==> config.mk <==
export PLATFORM = sky130hd
export DESIGN_NAME = argmask_cam
export DESIGN_NICKNAME = d
export VERILOG_FILES = /design/src/rtl/cam_pkg.sv /design/src/rtl/cam_store.sv /design/src/rtl/cam_compare.sv /design/src/rtl/cam_pick.sv /design/src/rtl/argmask_cam.sv
export SDC_FILE = /design/constraint.sdc
export NUM_CORES = 1
export LEC_CHECK = 0
export BUFFER_PORTS_ARGS = -buffer_cell sky130_fd_sc_hd__buf_2
export CAP_MARGIN = 20
export CORE_MARGIN = 3
export CORE_UTILIZATION = 40
export CTS_CLUSTER_SIZE = 12
export DETAILED_ROUTE_END_ITERATION = 10
export PLACE_DENSITY = 0.63
export SETUP_SLACK_MARGIN = 0.2
export SYNTH_ARGS = -nofsm -noshare
export SYNTH_HDL_FRONTEND = slang
export SYNTH_HIERARCHICAL = 1
export SYNTH_SLANG_ARGS = --single-unit
==> constraint.sdc <==
create_clock -name clk -period 2.2 [get_ports clk]
set_clock_uncertainty 0.1 [all_clocks]
set_input_delay 0.33 -clock clk [delete_from_list [all_inputs] [get_ports clk]]
set_output_delay 0.33 -clock clk [all_outputs]
set_load 0.03 [all_outputs]
==> src/rtl/cam_pkg.sv <==
// cam_pkg: default geometry shared by the search memory and its bench.
// Assumes nothing beyond the two sizes below; derived widths are computed
// where they are used.
package cam_pkg;
    localparam int CAM_WORDS = 8;
    localparam int CAM_WIDTH = 16;
endpackage

==> src/rtl/cam_store.sv <==
// cam_store: register table of WORDS entries, each WIDTH data bits plus a
// valid flag. One write per cycle. Reset clears every valid flag and word.
// Assumes wr_idx < WORDS when wr_en is high.
module cam_store #(
    parameter int WORDS = 8,
    parameter int WIDTH = 16,
    localparam int IDX_W = $clog2(WORDS)
) (
    input  logic                         clk,
    input  logic                         rst_n,
    input  logic                         wr_en,
    input  logic [IDX_W-1:0]             wr_idx,
    input  logic [WIDTH-1:0]             wr_data,
    input  logic                         wr_valid,
    output logic [WORDS-1:0][WIDTH-1:0]  words,
    output logic [WORDS-1:0]             valid
);
    // Table update: reset clears all entries, otherwise write one location.
    always_ff @(posedge clk) begin
        if (!rst_n) begin
            words <= '0;
            valid <= '0;
        end else if (wr_en) begin
            words[wr_idx] <= wr_data;
            valid[wr_idx] <= wr_valid;
        end
    end
endmodule

==> src/rtl/cam_compare.sv <==
// cam_compare: one masked equality comparator per table entry, all working
// in parallel. An entry hits when it is valid and agrees with arg on every
// bit enabled in mask. Purely combinational.
module cam_compare #(
    parameter int WORDS = 8,
    parameter int WIDTH = 16
) (
    input  logic [WORDS-1:0][WIDTH-1:0]  words,
    input  logic [WORDS-1:0]             valid,
    input  logic [WIDTH-1:0]             arg,
    input  logic [WIDTH-1:0]             mask,
    output logic [WORDS-1:0]             hit
);
    for (genvar g = 0; g < WORDS; g++) begin : g_cmp
        // Per-entry compare: only masked-in differing bits defeat a hit.
        assign hit[g] = valid[g] && (((words[g] ^ arg) & mask) == '0);
    end
endmodule

==> src/rtl/cam_pick.sv <==
// cam_pick: finds the lowest set bit of vec and returns it both as a
// one-hot vector and as a binary index; any is high when vec is non-zero.
// Combinational; outputs are zero when vec is zero.
module cam_pick #(
    parameter int WORDS = 8,
    localparam int IDX_W = $clog2(WORDS)
) (
    input  logic [WORDS-1:0]  vec,
    output logic [WORDS-1:0]  onehot,
    output logic [IDX_W-1:0]  idx,
    output logic              any
);
    // Scan from the top down so the lowest set bit is the last one kept.
    always_comb begin
        onehot = '0;
        idx    = '0;
        for (int i = WORDS - 1; i >= 0; i--) begin
            if (vec[i]) begin
                onehot    = '0;
                onehot[i] = 1'b1;
                idx       = IDX_W'(i);
            end
        end
    end

    assign any = |vec;
endmodule

==> src/rtl/argmask_cam.sv <==
// argmask_cam: masked associative search memory. A search marks every
// valid entry that agrees with arg on the bits enabled by mask, and freezes
// a copy of the table. Each read_next then returns the lowest marked word
// of that copy and clears its mark; done shows that no marks remain.
// Assumes a single requester; search_start takes priority over read_next.
module argmask_cam #(
    parameter int WORDS = cam_pkg::CAM_WORDS,
    parameter int WIDTH = cam_pkg::CAM_WIDTH,
    localparam int IDX_W = $clog2(WORDS)
) (
    input  logic              clk,
    input  logic              rst_n,
    input  logic              wr_en,
    input  logic [IDX_W-1:0]  wr_idx,
    input  logic [WIDTH-1:0]  wr_data,
    input  logic              wr_valid,
    input  logic [WIDTH-1:0]  arg,
    input  logic [WIDTH-1:0]  mask,
    input  logic              search_start,
    input  logic              read_next,
    output logic [WIDTH-1:0]  rd_data,
    output logic              rd_valid,
    output logic              done
);
    logic [WORDS-1:0][WIDTH-1:0] tbl_words;
    logic [WORDS-1:0]            ent_valid;
    logic [WORDS-1:0]            hit_now;
    logic [WORDS-1:0]            match_q;
    logic [WORDS-1:0][WIDTH-1:0] snap_q;
    logic                        searched_q;
    logic [WORDS-1:0]            pick_oh;
    logic [IDX_W-1:0]            pick_idx;
    logic                        pick_any;

    cam_store #(.WORDS(WORDS), .WIDTH(WIDTH)) u_store (
        .clk      (clk),
        .rst_n    (rst_n),
        .wr_en    (wr_en),
        .wr_idx   (wr_idx),
        .wr_data  (wr_data),
        .wr_valid (wr_valid),
        .words    (tbl_words),
        .valid    (ent_valid)
    );

    cam_compare #(.WORDS(WORDS), .WIDTH(WIDTH)) u_cmp (
        .words (tbl_words),
        .valid (ent_valid),
        .arg   (arg),
        .mask  (mask),
        .hit   (hit_now)
    );

    cam_pick #(.WORDS(WORDS)) u_pick (
        .vec    (match_q),
        .onehot (pick_oh),
        .idx    (pick_idx),
        .any    (pick_any)
    );

    // Search capture and sequential readout of the marked words.
    always_ff @(posedge clk) begin
        if (!rst_n) begin
            match_q    <= '0;
            snap_q     <= '0;
            searched_q <= 1'b0;
            rd_data    <= '0;
            rd_valid   <= 1'b0;
        end else begin
            rd_valid <= 1'b0;
            if (search_start) begin
                match_q    <= hit_now;
                snap_q     <= tbl_words;
                searched_q <= 1'b1;
            end else if (read_next && pick_any) begin
                rd_data  <= snap_q[pick_idx];
                rd_valid <= 1'b1;
                match_q  <= match_q & ~pick_oh;
            end
        end
    end

    // Completion flag: a search has run and nothing is left to read.
    assign done = searched_q && (match_q == '0);
endmodule

==> Word-level counts from Yosys, hierarchy flattened <==
Cells that the tools add are included.
{ "op_classes": {"reduce_logical": 24, "mul": 0, "n_bitwise": 20, "n_mux": 27, "shift": 0, "div_mod_pow": 0, "n_lt_le_gt_ge": 3, "add_sub_neg": 0, "n_eq_ne": 0} }
{ "ops": {"columns": ["op", "count"], "rows": [
  ["$and 16x16->16", 8],
  ["$bwmux 128", 1],
  ["$logic_not 16->1", 8],
  ["$xor 16x16->16", 8],
  ["$mux 8", 10],
  ["$bmux 16 s3", 1],
  ["$demux 16 s3", 1],
  ["$mux 16", 2],
  ["$mux 3", 8],
  ["$logic_and 1x1->1", 11],
  ["$and 8x8->8", 1],
  ["$bwmux 8", 1],
  ["$logic_not 8->1", 1],
  ["$lt 3x4->1 const B", 2],
  ["$not 8->8", 1],
  ["$reduce_or 8->1", 1],
  ["$demux 1 s3", 1],
  ["$ge 3x1->1 const B", 1],
  ["$mux 1", 2],
  ["$not 1->1", 2],
  ["$reduce_and 2->1", 1],
  ["$reduce_bool 2->1", 1],
  ["$reduce_or 2->1", 1]
]} }
{ "word_totals": {"inputBits": 57, "ram_bits": 0, "reg_bits": 290, "wordCells": 95, "latch_bits": 0, "memories": 0, "rom_bits": 0} }

==> Depth between registers and ports, before layout <==
{ "depth": {"depth_word": 12, "depth_mapped": 8, "ltp_nobuf": 7} }

==> Cells and area by module <==
The synthesis kept the hierarchy.
{ "modules_own_cells": {"columns": ["module", "cells_each", "instances", "area_each_um2"], "rows": [
  ["argmask_cam", 625, 1, 6950.4],
  ["cam_store", 466, 1, 5026.1],
  ["cam_compare", 244, 1, 1963.1],
  ["cam_pick", 24, 1, 143.9]
]} }

==> Least setup slack after synthesis <==
Ideal clock, no wire load.
{ "synth_path": {"path_kind": "reg-to-output", "start": "register match_q[1]", "end": "output done", "arrival_time_ns": 1.796, "slack_ns": -0.026, "path_stages_with_launch": 3, "required_ns": 1.770, "path_buffers": 0, "path_cell_list": "dfxtp_1 > or4_1 > nor4_1"} }
{ "synth_via": {"elab_chain_len": 2} }
{ "synth_rtl": {"columns": ["item", "line", "rtl"], "rows": [
  ["start: declaration", "argmask_cam.sv:28", "logic [WORDS-1:0] match_q;"],
  ["start signal: assignment", "argmask_cam.sv:72", "match_q <= hit_now;"],
  ["start signal: assignment", "argmask_cam.sv:78", "match_q <= match_q & ~pick_oh;"],
  ["$logic_not 8->1", "argmask_cam.sv:84", "assign done = searched_q && (match_q == '0);"],
  ["$logic_and 1x1->1", "argmask_cam.sv:84", null],
  ["end: declaration", "argmask_cam.sv:23", "output logic done"]
]} }
Every way passes these cells.

==> Worst setup path in the final report <==
Ends and elaborated chain as after synthesis.

==> reports/summary.md <==
Finish
• number of nets at the end of the flow: 1458
• Final Cell Area: 16200 µm²
• Util after Layout: 46.9%
• area of the multi-input gates: 7730 µm²
• fill cell count: 3230
• most common cell after layout, fill and taps aside: sky130_fd_sc_hd__dfxtp_1
• most frequent cells in the layout: sky130_fd_sc_hd__dfxtp_1, sky130_fd_sc_hd__mux2i_1, sky130_fd_sc_hd__nand2_1
• area growth from synthesis to layout: 15.2%
• share of layout cells above drive strength 1: 19.9%
• register area: 5820 µm²

Setup path
• worst endpoint data arrival time: 1.92 ns
• crit path capture type: output pin
• kind of launch point of the worst setup path: flip-flop
• R2R Path Start: match_q[0]
• worst endpoint required time: 1.77 ns
• Max FO, Critical Path: 5
• count of cells along the worst register-to-register path: 8
• Worst Path Class, Setup: reg2out
• Worst R2R Setup Slack: 0.21 ns
• end of the worst register-to-register path: rd_data[13]

Clock network
• TritonCTS clock tree: yes
• CTS H-Tree Depth: 1
• CTS root buffer: sky130_fd_sc_hd__clkbuf_16
• total clock sinks: 290
• clock input transition at the sequential cells of the worst setup and hold paths: 0.06 ns
• Post-CTS Hold Buffers: 0
• deepest clock path buffer count: 3
• total CTS buffers: 31
• Worst-Skew Late Latency: 0.58 ns

GRT
• global-route usage over all layers: 22.0%
• met3 Track Usage GR: 4.54%
• leftover overflow at the end of global routing: 0
• M2 GR Usage: 34.6%
• largest net degree at the start of global routing: 58
• met1 Usage GRT: 30.0%
• first-pass GRT wire length: 64200 µm
• number of global-route vias before repair: 10300
• Most Used Layer, Global Route: met2
• number of antenna violations at the first check in global routing: 7

Floorplan
• die outline area: 37500 µm²
• Placeable Area: 34600 µm²
• starting density of the core: 40.7%
• Std-Cell Rows: 68
• floorplan die height: 194 µm
• chip width: 194 µm
• top-level port count: 75

Synth
• netlist area before placement: 14100 µm²
• fraction of post-synthesis cell area in the top cell type by area: 41.2%
• Post-Synthesis Mean Instance Area: 10.4 µm²
• Async S/R FF share, synth: 0%
• library cells used by synthesis: 54
• synthesized instance count: 1359
• most frequently used flop master after synthesis: sky130_fd_sc_hd__dfxtp_1
• Area contributors post-synth: sky130_fd_sc_hd__dfxtp_1, sky130_fd_sc_hd__mux2i_1, sky130_fd_sc_hd__xor2_1, sky130_fd_sc_hd__nor2b_1, sky130_fd_sc_hd__nand2_1
• Post-synth EDFFs: 0
• synthesis-stage register bit count: 290
• register area share after synthesis: 41.2%
• biggest area consumer among synthesized cells: sky130_fd_sc_hd__dfxtp_1
• Synthesized Nets: 1416
• count of warnings emitted by yosys: 6

Min path
• start point of the worst hold path: wr_idx[0]
• Worst Hold End: u_store/words[127]
• Hold/Removal Path Class: in2reg
• worst hold path stage count: 3

Detailed routing
• number of design-rule violations left by the first detailed-router iteration: 715
• number of detailed-routing iterations run before antenna repair: 6
• total via count in the routed design: 10300
• number of nets with antenna violations after routing: 0
• drt drc: 0
• Final Routed Wirelength: 43300 µm
• via/cell ratio: 5.48
• routed length per placed instance: 23.1 µm

Place
• number of input and output port buffers inserted: 74
• Post-Place Setup Slack: 0.0249 ns
• Final HPWL DP: 28600 µm
• Placer Congestion: 0.884
• Area after DPL: 14700 µm²

STA
• fin crit share: 107%
• number of endpoints with negative hold slack in the final report: 0
• minimum setup slack in the final design: -0.147 ns
• final critical delay including setup and external delays: 2.35 ns
• Max Transition Viols Final: 0
• highest attainable clock frequency: 426 MHz
• Total Neg Setup Slack: -0.147 ns
• worst-margin pin slew: 0.608 ns
• worst relative slew slack: 59.5%
• RSZ-0062 raised after global routing: yes
• Setup Viol. Count Final: 1
• Worst Hold Slack: 0.0843 ns

Pwr
• leakage power figure: 7.38 nW
• worst supply voltage drop on vdd: 625 µV
• Pwr per Cell Area: 765 nW/µm²

Job
• Maximum Capacitance Violations: 0

Status
• violations in the final reports: setup timing
• outcome: complete, but fails checks

==> cell type report <==
type | count | area share (%)
diodes | 2 | 0.0308
clock buffers | 46 | 5.81
clock inverters | 5 | 0.440
inverters | 2 | 0.0463
multi-input cells | 952 | 47.7
flip-flops and latches | 290 | 35.9
well taps | 455 | 3.51
repair buffers | 124 | 6.65
==> routing by layer <==
layer	vias to the layer above	wire, µm
li1	4789	-
met1	5011	19500
met2	361	18800
met3	102	3210
met4	10	1630
met5	-	74
==> cells by family after synthesis <==
| family | count (synthesis) | synth area share, % |
|---|---|---|
| and+or+nand+nor | 365 | 13.7 |
| DFF | 290 | 41.2 |
| xor gates and xnor gates | 128 | 7.96 |
| muxes | 328 | 23.9 |
| AOI/OAI and AO/OA | 131 | 7.44 |
| buffers and inverters | 117 | 5.78 |
==> worst max path at each step <==
stage,start,to,slack [ns],cells past startpoint
finish,match_q[1],done,-0.15,4
global route,match_q[1],done,-0.20,4
CTS,match_q[1],done,-0.17,4
detailed placement,arg[12],match_q[7],0.02,8
global placement,arg[12],match_q[7],0.04,8
floorplan,match_q[1],done,0.29,2
==> sequential cells by signal, summed over array words and instances, names as in the netlist <==
register and cells:
u_store/valid 8, snap_q 128, rd_data 16, searched_q 1, rd_valid 1, u_store/words 128, match_q 8
==> metrics by stage <==
| step | total power, mW | instances |
|---|---|---|
| global route | 12.8 | 1875 |
| global placement | 7.04 | 1812 |
| CTS | 12.3 | 1868 |
| floorplan | 6.56 | 1359 |
| finish | 12.4 | 1876 |
| detailed placement | 7.04 | 1812 |
==> worst max-delay path, stage by stage, from the launching register on <==
cell and delay [ns]:
sky130_fd_sc_hd__dfxtp_2 0.35, sky130_fd_sc_hd__or4_4 0.55, sky130_fd_sc_hd__nor4_4 0.16, sky130_fd_sc_hd__buf_4 0.17, sky130_fd_sc_hd__buf_6 0.13
==> repair_timing <==
| action | in CTS | in global routing |
|---|---|---|
| pin swaps | 2 | 11 |
| resized for setup | 21 | 44 |
| gates cloned | 2 | 5 |
| setup buffers | 3 | 1 |
| setup endpoints to repair | 8 | 21 |
==> Yosys cell counts (2+ instances only) <==
cell type / count
sky130_fd_sc_hd__clkbuf_2: 6
sky130_fd_sc_hd__nand2b_1: 10
sky130_fd_sc_hd__nand4bb_1: 3
sky130_fd_sc_hd__o211ai_1: 8
sky130_fd_sc_hd__and4b_1: 3
sky130_fd_sc_hd__a22o_1: 11
sky130_fd_sc_hd__nand4_1: 14
sky130_fd_sc_hd__nor2b_1: 130
sky130_fd_sc_hd__inv_1: 2
sky130_fd_sc_hd__nand3_1: 16
sky130_fd_sc_hd__a2111oi_1: 3
sky130_fd_sc_hd__a221oi_1: 6
sky130_fd_sc_hd__buf_4: 15
sky130_fd_sc_hd__a21oi_1: 9
sky130_fd_sc_hd__a22oi_1: 36
sky130_fd_sc_hd__o22ai_1: 32
sky130_fd_sc_hd__clkbuf_1: 28
sky130_fd_sc_hd__nand4b_1: 3
sky130_fd_sc_hd__buf_8: 3
sky130_fd_sc_hd__o31ai_2: 16
sky130_fd_sc_hd__a2111oi_2: 2
sky130_fd_sc_hd__and2_1: 2
sky130_fd_sc_hd__buf_12: 2
sky130_fd_sc_hd__mux2_2: 31
sky130_fd_sc_hd__buf_2: 30
sky130_fd_sc_hd__dfxtp_1: 290
sky130_fd_sc_hd__a222oi_1: 3
sky130_fd_sc_hd__nand2_1: 165
sky130_fd_sc_hd__o21ai_0: 2
sky130_fd_sc_hd__mux2i_1: 264
sky130_fd_sc_hd__mux2_1: 33
sky130_fd_sc_hd__buf_6: 25
sky130_fd_sc_hd__buf_1: 3
sky130_fd_sc_hd__xor2_1: 128
sky130_fd_sc_hd__nor2_2: 3
sky130_fd_sc_hd__nor2_1: 4
==> report_power, final <==
group | total [mW] | internal [mW] | leakage, nW | switching, mW
registers | 5.45 | 5.36 | 2.35 | 0.0973
clock network | 5.22 | 3.05 | 0.504 | 2.17
logic | 1.74 | 0.712 | 4.53 | 1.03
(Power assumes the default switching activity.)
